**src/rtl/pwm_upd_pkg.sv**
```systemverilog
// Shared widths and types for the double-buffered PWM channel.
package pwm_upd_pkg;
    localparam int CNT_W = 16;   // period / duty / counter width
    localparam int DT_W  = 8;    // dead-time width
    localparam int UPR_W = 4;    // update-period counter width

    typedef enum logic [1:0] {
        SEL_PERIOD = 2'd0,
        SEL_DUTY   = 2'd1,
        SEL_DT_HI  = 2'd2,
        SEL_DT_LO  = 2'd3
    } wr_sel_e;

    typedef struct packed {
        logic [CNT_W-1:0] prd;
        logic [CNT_W-1:0] dty;
        logic [DT_W-1:0]  dth;
        logic [DT_W-1:0]  dtl;
    } pwm_cfg_t;
endpackage

```
**src/rtl/pwm_shadow_regs.sv**
```systemverilog
// Shadow register bank. Holds the values software last wrote.
// Assumes one write per cycle; dead-times take the low DT_W data bits.
module pwm_shadow_regs
    import pwm_upd_pkg::*;
(
    input  logic              clk,
    input  logic              rst_n,
    input  logic              wr_en,
    input  logic [1:0]        wr_sel,
    input  logic [CNT_W-1:0]  wr_data,
    output pwm_cfg_t          shd
);
    // Capture the selected field; a later write overwrites an earlier one.
    always_ff @(posedge clk) begin
        if (!rst_n) begin
            shd <= '0;
        end else if (wr_en) begin
            case (wr_sel_e'(wr_sel))
                SEL_PERIOD: shd.prd <= wr_data;
                SEL_DUTY:   shd.dty <= wr_data;
                SEL_DT_HI:  shd.dth <= wr_data[DT_W-1:0];
                default:    shd.dtl <= wr_data[DT_W-1:0];
            endcase
        end
    end
endmodule

```
**src/rtl/pwm_update_gate.sv**
```systemverilog
// Decides, per value class, whether the shadow moves to active at this
// period end. Owns the self-clearing unlock flag and the update-period
// counter. Assumes period_end is a one-cycle-per-period strobe.
module pwm_update_gate
    import pwm_upd_pkg::*;
(
    input  logic              clk,
    input  logic              rst_n,
    input  logic              period_end,
    input  logic              sync_ch,
    input  logic [1:0]        upd_mode,
    input  logic [UPR_W-1:0]  upr_reload,
    input  logic              unlock_set,
    output logic              load_main,
    output logic              load_dty
);
    localparam logic [UPR_W-1:0] UPR_ONE = 1;

    logic             unlock_q;
    logic [UPR_W-1:0] upr_q;
    logic             upr_hit;
    logic             split_mode;

    assign upr_hit    = (upr_q == upr_reload);
    assign split_mode = (upd_mode != 2'd0);

    // Gate each value class by channel type, mode, unlock and counter match.
    always_comb begin
        if (!sync_ch) begin
            load_main = period_end;
            load_dty  = period_end;
        end else if (!split_mode) begin
            load_main = period_end && unlock_q;
            load_dty  = period_end && unlock_q;
        end else begin
            load_main = period_end && unlock_q;
            load_dty  = period_end && upr_hit;
        end
    end

    // Unlock flag: a set pulse wins, a gated grouped transfer clears it.
    always_ff @(posedge clk) begin
        if (!rst_n)
            unlock_q <= 1'b0;
        else if (unlock_set)
            unlock_q <= 1'b1;
        else if (sync_ch && load_main)
            unlock_q <= 1'b0;
    end

    // Update-period counter: step per period, wrap to zero on a match.
    always_ff @(posedge clk) begin
        if (!rst_n)
            upr_q <= '0;
        else if (period_end)
            upr_q <= upr_hit ? '0 : upr_q + UPR_ONE;
    end

    assert_locked_hold_R3: assert property (@(posedge clk) disable iff (!rst_n)
        (sync_ch && !unlock_q) |-> !load_main);
    assert_unlock_clear_R7: assert property (@(posedge clk) disable iff (!rst_n)
        (sync_ch && load_main && !unlock_set) |=> !unlock_q);
    assert_upr_step_R8: assert property (@(posedge clk) disable iff (!rst_n)
        (period_end && !upr_hit) |=> (upr_q == $past(upr_q) + UPR_ONE));
    assert_upr_wrap_R8: assert property (@(posedge clk) disable iff (!rst_n)
        (period_end && upr_hit) |=> (upr_q == '0));
endmodule

```
**src/rtl/pwm_wave_gen.sv**
```systemverilog
// Active register bank, left-aligned period counter and complementary
// outputs with per-side rising-edge dead-time. Assumes load strobes
// arrive only together with period_end.
module pwm_wave_gen
    import pwm_upd_pkg::*;
(
    input  logic      clk,
    input  logic      rst_n,
    input  logic      chan_en,
    input  pwm_cfg_t  shd,
    input  logic      load_main,
    input  logic      load_dty,
    output logic      pwm_hi,
    output logic      pwm_lo,
    output logic      period_end
);
    localparam int NLEG = 2;
    localparam logic [CNT_W-1:0] CNT_ONE = 1;
    localparam logic [DT_W-1:0]  DT_ONE  = 1;

    pwm_cfg_t         act_q;
    logic [CNT_W-1:0] cnt_q;
    logic             raw_hi;
    logic [NLEG-1:0]  leg_raw;
    logic [DT_W-1:0]  leg_dt  [NLEG];
    logic [DT_W-1:0]  leg_age [NLEG];
    logic [NLEG-1:0]  leg_out;

    assign period_end = chan_en && ((act_q.prd <= CNT_ONE) || (cnt_q == act_q.prd - CNT_ONE));
    assign raw_hi     = chan_en && (cnt_q < act_q.dty);
    assign leg_raw[0] = raw_hi;
    assign leg_raw[1] = chan_en && !raw_hi;
    assign leg_dt[0]  = act_q.dth;
    assign leg_dt[1]  = act_q.dtl;

    // Active values: copied from shadow only on gated period ends.
    always_ff @(posedge clk) begin
        if (!rst_n) begin
            act_q <= '0;
        end else begin
            if (load_main) begin
                act_q.prd <= shd.prd;
                act_q.dth <= shd.dth;
                act_q.dtl <= shd.dtl;
            end
            if (load_dty)
                act_q.dty <= shd.dty;
        end
    end

    // Period counter: 0 up to period-1, held at 0 while disabled.
    always_ff @(posedge clk) begin
        if (!rst_n || !chan_en || period_end)
            cnt_q <= '0;
        else
            cnt_q <= cnt_q + CNT_ONE;
    end

    for (genvar g = 0; g < NLEG; g++) begin : g_leg
        // Age of the current raw phase, saturating, cleared when it ends.
        always_ff @(posedge clk) begin
            if (!rst_n || !leg_raw[g])
                leg_age[g] <= '0;
            else if (leg_age[g] != '1)
                leg_age[g] <= leg_age[g] + DT_ONE;
        end
        assign leg_out[g] = leg_raw[g] && (leg_age[g] >= leg_dt[g]);
    end

    assign pwm_hi = leg_out[0];
    assign pwm_lo = leg_out[1];

    assert_active_steady_R6: assert property (@(posedge clk) disable iff (!rst_n)
        !period_end |=> $stable(act_q));
    assert_cnt_bound_R9: assert property (@(posedge clk) disable iff (!rst_n)
        (chan_en && act_q.prd > CNT_ONE) |-> (cnt_q < act_q.prd));
    assert_complement_R10: assert property (@(posedge clk) disable iff (!rst_n)
        !(pwm_hi && pwm_lo));
    assert_idle_low_R12: assert property (@(posedge clk) disable iff (!rst_n)
        !chan_en |-> (!pwm_hi && !pwm_lo && !period_end));
    assert_dt_rise_R11: assert property (@(posedge clk) disable iff (!rst_n)
        ($rose(pwm_hi) && act_q.dth != '0) |-> $past(raw_hi));
endmodule

```
**src/rtl/pwm_update_ctrl.sv**
```systemverilog
// Top of the double-buffered PWM channel: shadow bank, update gate and
// waveform generator. Assumes all inputs are synchronous to clk.
module pwm_update_ctrl
    import pwm_upd_pkg::*;
(
    input  logic              clk,
    input  logic              rst_n,
    input  logic              chan_en,
    input  logic              sync_ch,
    input  logic [1:0]        upd_mode,
    input  logic [UPR_W-1:0]  upr_reload,
    input  logic              unlock_set,
    input  logic              wr_en,
    input  logic [1:0]        wr_sel,
    input  logic [CNT_W-1:0]  wr_data,
    output logic              pwm_hi,
    output logic              pwm_lo,
    output logic              period_end
);
    pwm_cfg_t shd;
    logic     load_main;
    logic     load_dty;
    logic     pend;

    pwm_shadow_regs u_shadow (
        .clk     (clk),
        .rst_n   (rst_n),
        .wr_en   (wr_en),
        .wr_sel  (wr_sel),
        .wr_data (wr_data),
        .shd     (shd)
    );

    pwm_update_gate u_gate (
        .clk        (clk),
        .rst_n      (rst_n),
        .period_end (pend),
        .sync_ch    (sync_ch),
        .upd_mode   (upd_mode),
        .upr_reload (upr_reload),
        .unlock_set (unlock_set),
        .load_main  (load_main),
        .load_dty   (load_dty)
    );

    pwm_wave_gen u_wave (
        .clk        (clk),
        .rst_n      (rst_n),
        .chan_en    (chan_en),
        .shd        (shd),
        .load_main  (load_main),
        .load_dty   (load_dty),
        .pwm_hi     (pwm_hi),
        .pwm_lo     (pwm_lo),
        .period_end (pend)
    );

    assign period_end = pend;
endmodule

```
**config.mk**
```make
export PLATFORM = sky130hd
export DESIGN_NAME = pwm_update_ctrl
export DESIGN_NICKNAME = d
export VERILOG_FILES = /design/src/rtl/pwm_upd_pkg.sv /design/src/rtl/pwm_shadow_regs.sv /design/src/rtl/pwm_update_gate.sv /design/src/rtl/pwm_wave_gen.sv /design/src/rtl/pwm_update_ctrl.sv
export SDC_FILE = /design/constraint.sdc
export NUM_CORES = 1
export LEC_CHECK = 0
export CAP_MARGIN = 30
export CORE_UTILIZATION = 39
export CTS_CLUSTER_DIAMETER = 100
export DETAILED_ROUTE_END_ITERATION = 12
export DONT_BUFFER_PORTS = 1
export PLACE_DENSITY = 0.58
export SLEW_MARGIN = 20
export SYNTH_ARGS = -nofsm -noshare
export SYNTH_HDL_FRONTEND = slang
export SYNTH_HIERARCHICAL = 1
export SYNTH_SLANG_ARGS = --single-unit
```
**constraint.sdc**
```tcl
create_clock -name clk -period 4 [get_ports clk]
set_input_delay 1.2 -clock clk [delete_from_list [all_inputs] [get_ports clk]]
set_output_delay 1.2 -clock clk [all_outputs]
set_load 0.02 [all_outputs]
```
==> results of run 1 <==
==> report_power, final <==
part           switching [uW]  internal, uW  leakage (uW)
sequential               25.2          1380       0.00114
clock                     574           974      0.000289
combinational             143           125       0.00152
==> worst max path at each step <==
stage	from	end	cells past startpoint	slack (ns)
floorplan	u_wave/act_q[32]$_SDFFE_PN0P_	u_wave/act_q[21]$_SDFFE_PN0P_	16	0.03
global placement	u_wave/act_q[41]$_SDFFE_PN0P_	period_end	7	0.31
detailed placement	u_wave/act_q[32]$_SDFFE_PN0P_	period_end	8	0.30
CTS	u_wave/act_q[32]$_SDFFE_PN0P_	period_end	8	0.02
global route	u_wave/act_q[36]$_SDFFE_PN0P_	period_end	8	0.02
finish	u_wave/act_q[32]$_SDFFE_PN0P_	period_end	8	0.18
==> layout make-up <==
cell class                 instances  area (um2)
clock inverter                    14         160
clock buffer                      18         429
multi-input combinational        507        3660
fill                            1681        9210
tap                              220         275
sequential                       133        2820
timing repair buffer              10         108
inverter                          40         150
==> stage by stage <==
step	utilization (%)	cells	hold WS, ns
final	45.2	942	0.458
after global routing	45.2	942	0.474
after CTS	45.1	942	0.461
after detailed placement	41.5	910	0.446
after global placement	41.5	909	0.443
after floorplan	-	715	0.434
==> flip-flops by register name (all words and copies together) (netlist names) <==
name             count
u_gate/unlock_q      1
u_gate/upr_q         4
u_shadow/shd        48
u_wave/act_q        48
u_wave/cnt_q        16
u_wave/leg_age      16
==> layer usage <==
layer	wire length [um]	track usage, %
met1	7030	22.5
met2	6120	24.7
met3	448	3.82
met4	167	6.24
met5	0	0
==> critical path, cell delays in order (launching register included) <==
cell	delay [ns]
dfxtp_1	0.38
inv_1	0.09
ha_2	0.25
or3b_4	0.42
or4_1	0.54
nand2_1	0.09
nand3_1	0.07
o21ai_2	0.15
and2_4	0.22
==> Yosys cell counts, types with 4 or more instances <==
| cell | instances |
|---|---|
| nor3b_1 | 4 |
| or2_2 | 5 |
| a211oi_1 | 7 |
| a21oi_1 | 12 |
| xor2_1 | 24 |
| inv_1 | 40 |
| nor4_1 | 7 |
| nor2b_1 | 51 |
| nand2b_1 | 4 |
| mux2i_1 | 97 |
| nand4_1 | 9 |
| nor3_1 | 12 |
| ha_1 | 37 |
| nand2_1 | 83 |
| edfxtp_1 | 16 |
| buf_1 | 4 |
| dfxtp_1 | 117 |
| nor2_1 | 46 |
| xnor2_1 | 28 |
| o21ai_0 | 14 |
| buf_2 | 9 |
| buf_6 | 4 |
| nand3_1 | 20 |
| clkbuf_1 | 16 |
==> logic make-up (layout without fill, tap and decap cells) <==
kind of cell,Yosys count,in the layout,share of synthesized area [%]
and+or+nand+nor,265,265,20.0
AOI/OAI and AO/OA,56,56,5.49
buffers and inverters,75,82,5.23
adders and majority gates,37,37,6.81
muxes,97,97,14.3
xor gates and xnor gates,52,52,6.70
DFF,133,133,41.5
==> repair_timing <==
item                                    CTS  global route
endpoints found under the setup margin    1             1
resized for setup                         3             7
hold endpoints to repair                  0             0
==> results.sh, run 1 <==
export IMPL_p_leak_uw=0.00295
export IMPL_yosys_warnings=6
export IMPL_yosys_area_top_type="dfxtp_1"
export IMPL_max_freq_mhz=262
export IMPL_post_cts_buffers=0
export IMPL_insertion_delay_ns=0.42
export IMPL_syn2layout_area_growth_pct=11.9
export IMPL_nets=776
export IMPL_design_area_mm2=0.00761
export IMPL_avgSynthCellArea_um2=9.51
export IMPL_drive_gt1_share_pct=8.45
export IMPL_arrival_ns=2.62
export IMPL_status="finished, final reports clean"
export IMPL_timing_final_crit_share_pct=95.4
export IMPL_seq_area_frac_synth_pct=41.5
export IMPL_end_kind="primary output"
export IMPL_first_pass_iters=4
export IMPL_cts_tree="yes"
export IMPL_startpoint_type="flip-flop"
export IMPL_vias_per_cell=5.06
export IMPL_peakVddDrop_v=0.000334
export IMPL_worstReg2RegStart="u_wave/act_q[32]$_SDFFE_PN0P_"
export IMPL_worst_pin_slew_ns=0.694
export IMPL_r2r_setup_slack_ns=0.74
export IMPL_vias=4769
export IMPL_clk_pin_slew_ns=0.06
export IMPL_wl_mm=13.8
export IMPL_dp_slack_ns=0.295
export IMPL_power_density_mw_per_mm2=423
export IMPL_htreeDepth=4
export IMPL_synth_async_reset_ratio_pct=0
export IMPL_cts_hold_buf=0
export IMPL_synthTopCellsByArea="dfxtp_1 (34%), mux2i_1 (14%), edfxtp_1 (7.1%)"
export IMPL_post_route_drc_count=0
export IMPL_fin_crit_ns=3.82
export IMPL_hold_depth=2
export IMPL_r2r_end="u_wave/act_q[0]$_SDFFE_PN0P_"
export IMPL_top_level_ports=33
export IMPL_p_total_uw=3220
export IMPL_r2r_cells=13
export IMPL_setup_tns_ns=0
export IMPL_postLayoutSetupSlackWorst_ns=0.183
export IMPL_grt_max_degree=115
export IMPL_final_common_cell="dfxtp_1"
export IMPL_die_w_um=134
export IMPL_synth_edf_count=16
export IMPL_initial_core_util_pct=40.4
export IMPL_port_buffers=0
export IMPL_rows=47
export IMPL_finalMaxSlewViolations=0
export IMPL_grt_pass1_vias=4593
export IMPL_synth_top_area_share_pct=34.5
export IMPL_finalSetupViolCount=0
export IMPL_gp_congestion=0.835
export IMPL_min_from="u_shadow/shd[4]$_SDFFE_PN0P_"
export IMPL_layout_common_cells="dfxtp_1 (117), mux2i_1 (97), nand2_1 (83)"
export IMPL_cts_sinks=133
export IMPL_skew_ns=0.00977
export IMPL_track_usage_pct=16.3
export IMPL_hold_path_endpoint="u_shadow/shd[4]$_SDFFE_PN0P_"
export IMPL_crit_required_ns=2.80
export IMPL_slew_headroom_pct=53.4
export IMPL_grt_ovfl_total=0
export IMPL_cap_violations=0
export IMPL_hold_class="flip-flop to flip-flop"
export IMPL_die_y_um=134
export IMPL_drtIter0Drc=255
export IMPL_yosys_register_bits=133
export IMPL_rsz0062_at_grt="false"
export IMPL_synth_cells=715
export IMPL_timing_final_hold_violations=0
export IMPL_yosys_most_used_dff="dfxtp_1"
export IMPL_grt_pass1_wl_mm=23.0
export IMPL_ys_types=54
export IMPL_crit_type="flip-flop to primary output"
export IMPL_design_core_area_mm2=0.0168
export IMPL_wire_per_inst_um=14.6
export IMPL_crit_fanout=8
export IMPL_dieArea_mm2=0.0180
export IMPL_clock_root_buffer="clkbuf_16"
export IMPL_final_antenna_net_count=0
export IMPL_syn_area_mm2=0.00680
export IMPL_dp_hpwl_mm=9.97
export IMPL_synthesis_nets=782
export IMPL_antenna_found_initial=0
export IMPL_cts_buffers=17
export IMPL_antenna_cells=0
export IMPL_placed_area_mm2=0.00699
export IMPL_cts_path_max_buffers=2
No activity file was read; power rests on OpenSTA's default activity.
==> run 2: changes to the inputs <==
--- a/config.mk
+++ b/config.mk
@@ -6,11 +6,11 @@
 export NUM_CORES = 1
 export LEC_CHECK = 0
 export CAP_MARGIN = 30
-export CORE_UTILIZATION = 39
+export CORE_UTILIZATION = 58
 export CTS_CLUSTER_DIAMETER = 100
 export DETAILED_ROUTE_END_ITERATION = 12
 export DONT_BUFFER_PORTS = 1
-export PLACE_DENSITY = 0.58
+export PLACE_DENSITY = 0.79
 export SLEW_MARGIN = 20
 export SYNTH_ARGS = -nofsm -noshare
 export SYNTH_HDL_FRONTEND = slang
==> run 2 against run 1 <==
  * Clock-buffer cell count up 7
  * Setup slack worse by 0.14 ns
  * Critical path depth unchanged
  * Via count up 4.5%
  * Sequential share of layout area up 0.51 points
  * Routed wire length up 7.5%
  * Largest cell class unchanged
  * Highest routed layer unchanged
==> results.sh, run 2 (synthesis results as in run 1) <==
export IMPL_final_cells=866
export IMPL_cap_violations=0
export IMPL_clk_pin_slew_ns=0.06
export IMPL_track_usage_pct=25.8
export IMPL_cts_hold_buf=0
export IMPL_timing_final_crit_share_pct=98.9
export IMPL_clock_root_buffer="clkbuf_16"
export IMPL_p_int_uw=2460
export IMPL_grt_ovfl_total=0
export IMPL_vias=4983
export IMPL_peakVddDrop_v=0.000279
export IMPL_cts_tree="yes"
export IMPL_power_frac_comb_pct=8.6
export IMPL_first_pass_iters=5
export IMPL_grt_pass1_wl_mm=23.8
export IMPL_grt_pass1_vias=5009
export IMPL_die_w_um=110
export IMPL_hold_class="flip-flop to flip-flop"
export IMPL_dp_slack_ns=0.217
export IMPL_final_antenna_net_count=0
export IMPL_end_kind="primary output"
export IMPL_skew_ns=0.00963
export IMPL_grt_max_degree=115
export IMPL_layout_common_cells="dfxtp_1 (117), mux2i_1 (97), nand2_1 (83)"
export IMPL_wl_mm=14.8
export IMPL_antenna_found_initial=0
export IMPL_finalSetupViolCount=0
export IMPL_cts_sinks=133
export IMPL_drtIter0Drc=436
export IMPL_finalMaxSlewViolations=0
export IMPL_switchingPower_uw=727
export IMPL_post_route_drc_count=0
export IMPL_status="finished, final reports clean"
export IMPL_post_cts_buffers=0
export IMPL_swShare_pct=22.8
export IMPL_p_leak_uw=0.00295
export IMPL_timing_final_hold_violations=0
export IMPL_max_freq_mhz=253
export IMPL_drive_gt1_share_pct=8.30
export IMPL_design_core_area_mm2=0.0114
export IMPL_crit_required_ns=2.80
export IMPL_placed_cells=834
export IMPL_wire_per_inst_um=17.1
export IMPL_power_density_mw_per_mm2=425
export IMPL_vias_per_cell=5.75
export IMPL_crit_fanout=8
export IMPL_die_y_um=110
export IMPL_nets=777
export IMPL_top_level_ports=33
export IMPL_insertion_delay_ns=0.41
export IMPL_htreeDepth=4
export IMPL_syn2layout_area_growth_pct=10.4
export IMPL_initial_core_util_pct=59.5
export IMPL_pwr_share_seq_pct=44.2
export IMPL_antenna_cells=0
export IMPL_clockPowerShare_pct=47.3
export IMPL_final_common_cell="dfxtp_1"
export IMPL_cts_buffers=17
export IMPL_dieArea_mm2=0.0122
export IMPL_crit_type="flip-flop to primary output"
export IMPL_postLayoutSetupSlackWorst_ns=0.0447
export IMPL_top_regs="u_shadow/shd (48), u_wave/act_q (48)"
export IMPL_arrival_ns=2.76
export IMPL_slew_headroom_pct=55.0
export IMPL_dp_hpwl_mm=9.87
export IMPL_fin_util_pct=65.7
export IMPL_placed_area_mm2=0.00690
export IMPL_fin_crit_ns=3.96
export IMPL_startpoint_type="flip-flop"
export IMPL_worst_pin_slew_ns=0.669
export IMPL_gp_congestion=0.897
export IMPL_port_buffers=0
export IMPL_rows=39
export IMPL_design_area_mm2=0.00751
export IMPL_cts_path_max_buffers=2
[run 2: cell types whose count changed in the layout (fill, tap and decap cells not counted), sizes merged]
cell / previous run / this run
bufinv: 3 / 1
clkinv: 9 / 3
clkbuf: 18 / 25
inv: 41 / 40
buf: 10 / 11
clkinvlp: 1 / 3
[run 2: final timing paths]
path / start / endpoint / slack (ns) / depth (start not counted)
min: u_shadow/shd[45]$_SDFFE_PN0P_ / u_shadow/shd[45]$_SDFFE_PN0P_ / 0.46 / 2
max: u_wave/act_q[32]$_SDFFE_PN0P_ / period_end / 0.04 / 8
max reg2reg: u_wave/act_q[32]$_SDFFE_PN0P_ / u_wave/act_q[25]$_SDFFE_PN0P_ / 0.33 / 14
min reg2reg: u_shadow/shd[45]$_SDFFE_PN0P_ / u_shadow/shd[45]$_SDFFE_PN0P_ / 0.46 / 2
[run 2: through the flow]
step / TNS (ns) / hold WS (ns) / power (uW)
floorplan: 0 / 0.434 / 1650
global placement: 0 / 0.443 / 1690
detailed placement: 0 / 0.452 / 1700
CTS: 0 / 0.461 / 3200
global route: -0.0514 / 0.471 / 3290
finish: 0 / 0.457 / 3190
[run 2: power groups by stage]
stage,logic (uW),registers (uW),clock network [uW]
3_3_place_gp,255,1430,0
2_1_floorplan,223,1430,0
4_1_cts,268,1410,1520
3_5_place_dp,265,1430,0
5_1_grt,293,1410,1590
6_report,273,1410,1510
[run 2: layer usage]
| layer | share of wire, % | routed length (um) | up-vias | global-route usage [%] |
|---|---|---|---|---|
| li1 | - | - | 2432 | - |
| met1 | 46 | 6840 | 2390 | 33.5 |
| met2 | 47 | 6940 | 135 | 41.0 |
| met3 | 4.9 | 722 | 26 | 5.76 |
| met4 | 2.0 | 293 | 0 | 11.6 |
| met5 | 0 | 0 | - | 0 |
[run 2: final cells by class]
cell class,instances,area (um2)
Fill cell,908,3910
Multi-Input combinational cell,507,3650
Sequential cell,133,2820
Clock buffer,25,517
Tap cell,143,179
Inverter,40,150
Timing Repair Buffer,11,115
Clock inverter,7,67.6
[run 2: what timing repair did]
item | 4_1_cts | 5_1_grt
gates cloned | 0 | 0
resized for setup | 3 | 5
setup endpoints to repair | 1 | 1
hold endpoints to repair | 0 | 0
pin swaps | 0 | 0
[run 2: worst max-delay path, cell delays in order (launching register included)]
cell     delay (ns)
dfxtp_1        0.38
inv_1          0.10
ha_2           0.25
or3b_1         0.43
or4_1          0.55
nand2_1        0.12
nand3_1        0.10
o21ai_2        0.20
and2_4         0.22
==> run 3: changes to the inputs <==
--- a/config.mk
+++ b/config.mk
@@ -6,11 +6,11 @@
 export NUM_CORES = 1
 export LEC_CHECK = 0
 export CAP_MARGIN = 30
-export CORE_UTILIZATION = 58
+export CORE_UTILIZATION = 25
 export CTS_CLUSTER_DIAMETER = 100
 export DETAILED_ROUTE_END_ITERATION = 12
 export DONT_BUFFER_PORTS = 1
-export PLACE_DENSITY = 0.79
+export PLACE_DENSITY = 0.43
 export SLEW_MARGIN = 20
 export SYNTH_ARGS = -nofsm -noshare
 export SYNTH_HDL_FRONTEND = slang
==> run 3 against run 2 <==
  * Register-to-register slack improved by 0.24 ns
  * Clock-buffer cell count decreased by 7
  * Combinational power increased by 3%
  * Global-route usage decreased by 15 points
  * Fmax increased by 2.8%
  * Final cell count increased by 23%
  * Critical path depth increased by 1
  * Sequential power about the same
  * Design area increased by 3.8%
  * Setup slack improved by 0.11 ns
  * Clock power increased by 3%
  * Critical path type unchanged
==> results.sh, run 3 (synthesis results as in run 1) <==
export IMPL_status="finished, final reports clean"
export IMPL_fill_cells=2686
export IMPL_antenna_found_initial=0
export IMPL_slew_headroom_pct=62.5
export IMPL_top_regs="u_shadow/shd (48), u_wave/act_q (48)"
export IMPL_cts_path_max_buffers=2
export IMPL_cts_tree="yes"
export IMPL_hold_path_endpoint="u_shadow/shd[34]$_SDFFE_PN0P_"
export IMPL_r2r_setup_slack_ns=0.57
export IMPL_cts_hold_buf=0
export IMPL_gp_congestion=0.752
export IMPL_rsz0062_at_grt="false"
export IMPL_p_leak_uw=0.00297
export IMPL_vias_per_cell=4.37
export IMPL_grt_ovfl_total=0
export IMPL_grt_max_degree=115
export IMPL_skew_ns=0.0134
export IMPL_die_y_um=167
export IMPL_antenna_cells=0
export IMPL_wl_mm=15.0
export IMPL_port_buffers=0
export IMPL_min_from="u_shadow/shd[34]$_SDFFE_PN0P_"
export IMPL_timing_final_hold_violations=0
export IMPL_drive_gt1_share_pct=9.33
export IMPL_crit_chain="buf_4, nor4_1, buf_4, nand4_1, a32o_1, o21ai_0, o21ai_0, o21ai_2, and2_4"
export IMPL_timing_final_crit_share_pct=96.2
export IMPL_r2r_end="u_wave/act_q[23]$_SDFFE_PN0P_"
export IMPL_cts_buffers=17
export IMPL_post_route_drc_count=0
export IMPL_clock_root_buffer="clkbuf_16"
export IMPL_r2r_cells=15
export IMPL_worst_pin_slew_ns=0.560
export IMPL_worstReg2RegStart="u_wave/act_q[34]$_SDFFE_PN0P_"
export IMPL_first_pass_iters=4
export IMPL_die_w_um=167
export IMPL_initial_core_util_pct=25.8
export IMPL_crit_buf_inv=2
export IMPL_fin_util_pct=29.6
export IMPL_dieArea_mm2=0.0279
export IMPL_finalMaxSlewViolations=0
export IMPL_track_usage_pct=11.3
export IMPL_max_freq_mhz=260
export IMPL_grt_pass1_wl_mm=24.7
export IMPL_clk_pin_slew_ns=0.06
export IMPL_final_common_cell="dfxtp_1"
export IMPL_cap_violations=0
export IMPL_crit_type="flip-flop to primary output"
export IMPL_peakVddDrop_v=0.000285
export IMPL_layout_common_cells="dfxtp_1 (117), mux2i_1 (97), nand2_1 (83)"
export IMPL_hold_class="flip-flop to flip-flop"
export IMPL_finalSetupViolCount=0
export IMPL_cp_top_family="compound AO/OA/AOI/OAI gates"
export IMPL_syn2layout_area_growth_pct=14.7
export IMPL_grt_pass1_vias=4628
export IMPL_power_density_mw_per_mm2=415
export IMPL_wire_per_inst_um=14.1
export IMPL_crit_required_ns=2.80
export IMPL_nets=783
export IMPL_hold_depth=2
export IMPL_cpPeakStageDelay_ns=0.40
export IMPL_setup_tns_ns=0
export IMPL_rows=59
export IMPL_design_core_area_mm2=0.0264
export IMPL_fin_crit_ns=3.85
export IMPL_vias=4650
export IMPL_top_level_ports=33
export IMPL_crit_fanout=10
export IMPL_drtIter0Drc=230
export IMPL_cts_sinks=133
export IMPL_end_kind="primary output"
export IMPL_arrival_ns=2.65
export IMPL_slowest_stage="nor4_1"
export IMPL_final_antenna_net_count=0
export IMPL_startpoint_type="flip-flop"
export IMPL_insertion_delay_ns=0.42
export IMPL_dp_hpwl_mm=10.6
export IMPL_htreeDepth=4
## run 3: worst max-delay path by stage
stage,endpoint,depth (start not counted),slack [ns],start
global route,period_end,8,0.0009,u_wave/act_q[32]$_SDFFE_PN0P_
floorplan,u_wave/act_q[21]$_SDFFE_PN0P_,16,0.03,u_wave/act_q[32]$_SDFFE_PN0P_
finish,period_end,9,0.15,u_wave/act_q[34]$_SDFFE_PN0P_
CTS,period_end,7,0.03,u_wave/cnt_q[8]$_SDFF_PP0_
detailed placement,u_wave/act_q[29]$_SDFFE_PN0P_,14,0.21,u_wave/act_q[32]$_SDFFE_PN0P_
global placement,u_wave/act_q[29]$_SDFFE_PN0P_,14,0.28,u_wave/act_q[32]$_SDFFE_PN0P_
## run 3: stage by stage
stage	power, uW	area, um2	setup WS (ns)	cells	hold WS (ns)
final	3240	7790	0.152	1064	0.456
after global routing	3370	7790	0.000941	1064	0.475
after CTS	3290	7770	0.0290	1064	0.458
after detailed placement	1720	7180	0.208	1032	0.451
after global placement	1720	7180	0.281	1032	0.445
after floorplan	1650	6800	0.0326	715	0.434
## run 3: what timing repair did
| action | in CTS | in global routing |
|---|---|---|
| endpoints found under the setup margin | 1 | 1 |
| gates cloned | 0 | 0 |
| gates resized for setup | 3 | 6 |
| setup buffers | 0 | 0 |
## run 3: power by group
part	internal [uW]	total [uW]	switching (uW)
sequential	1380	1400	23.4
clock	938	1550	614
combinational	131	281	150
total	2450	3240	787
## run 3: final cells by class
type	instances	area, um2	area share (%)
Multi-Input combinational cell	507	3660	47.0
Sequential cell	133	2820	36.2
Clock buffer	18	439	5.63
Tap cell	335	419	5.38
Timing Repair Buffer	17	153	1.96
Inverter	40	150	1.93
Clock inverter	14	149	1.91
## run 3: worst register-to-register path: cells and delay by family (launching register included)
kind,cells,cell delay [ns]
buf+inv,4,0.73
mux,1,0.22
flops,1,0.30
simple gates,5,0.99
compound gates,5,1.09
## run 3: metal layers
layer	wire length, um	track usage (%)	vias to the layer above	share of wire [%]
li1	-	-	2448	-
met1	8210	16.1	2137	55
met2	6210	16.3	53	42
met3	355	2.52	12	2.4
met4	184	4.35	0	1.2
met5	0	0	-	0
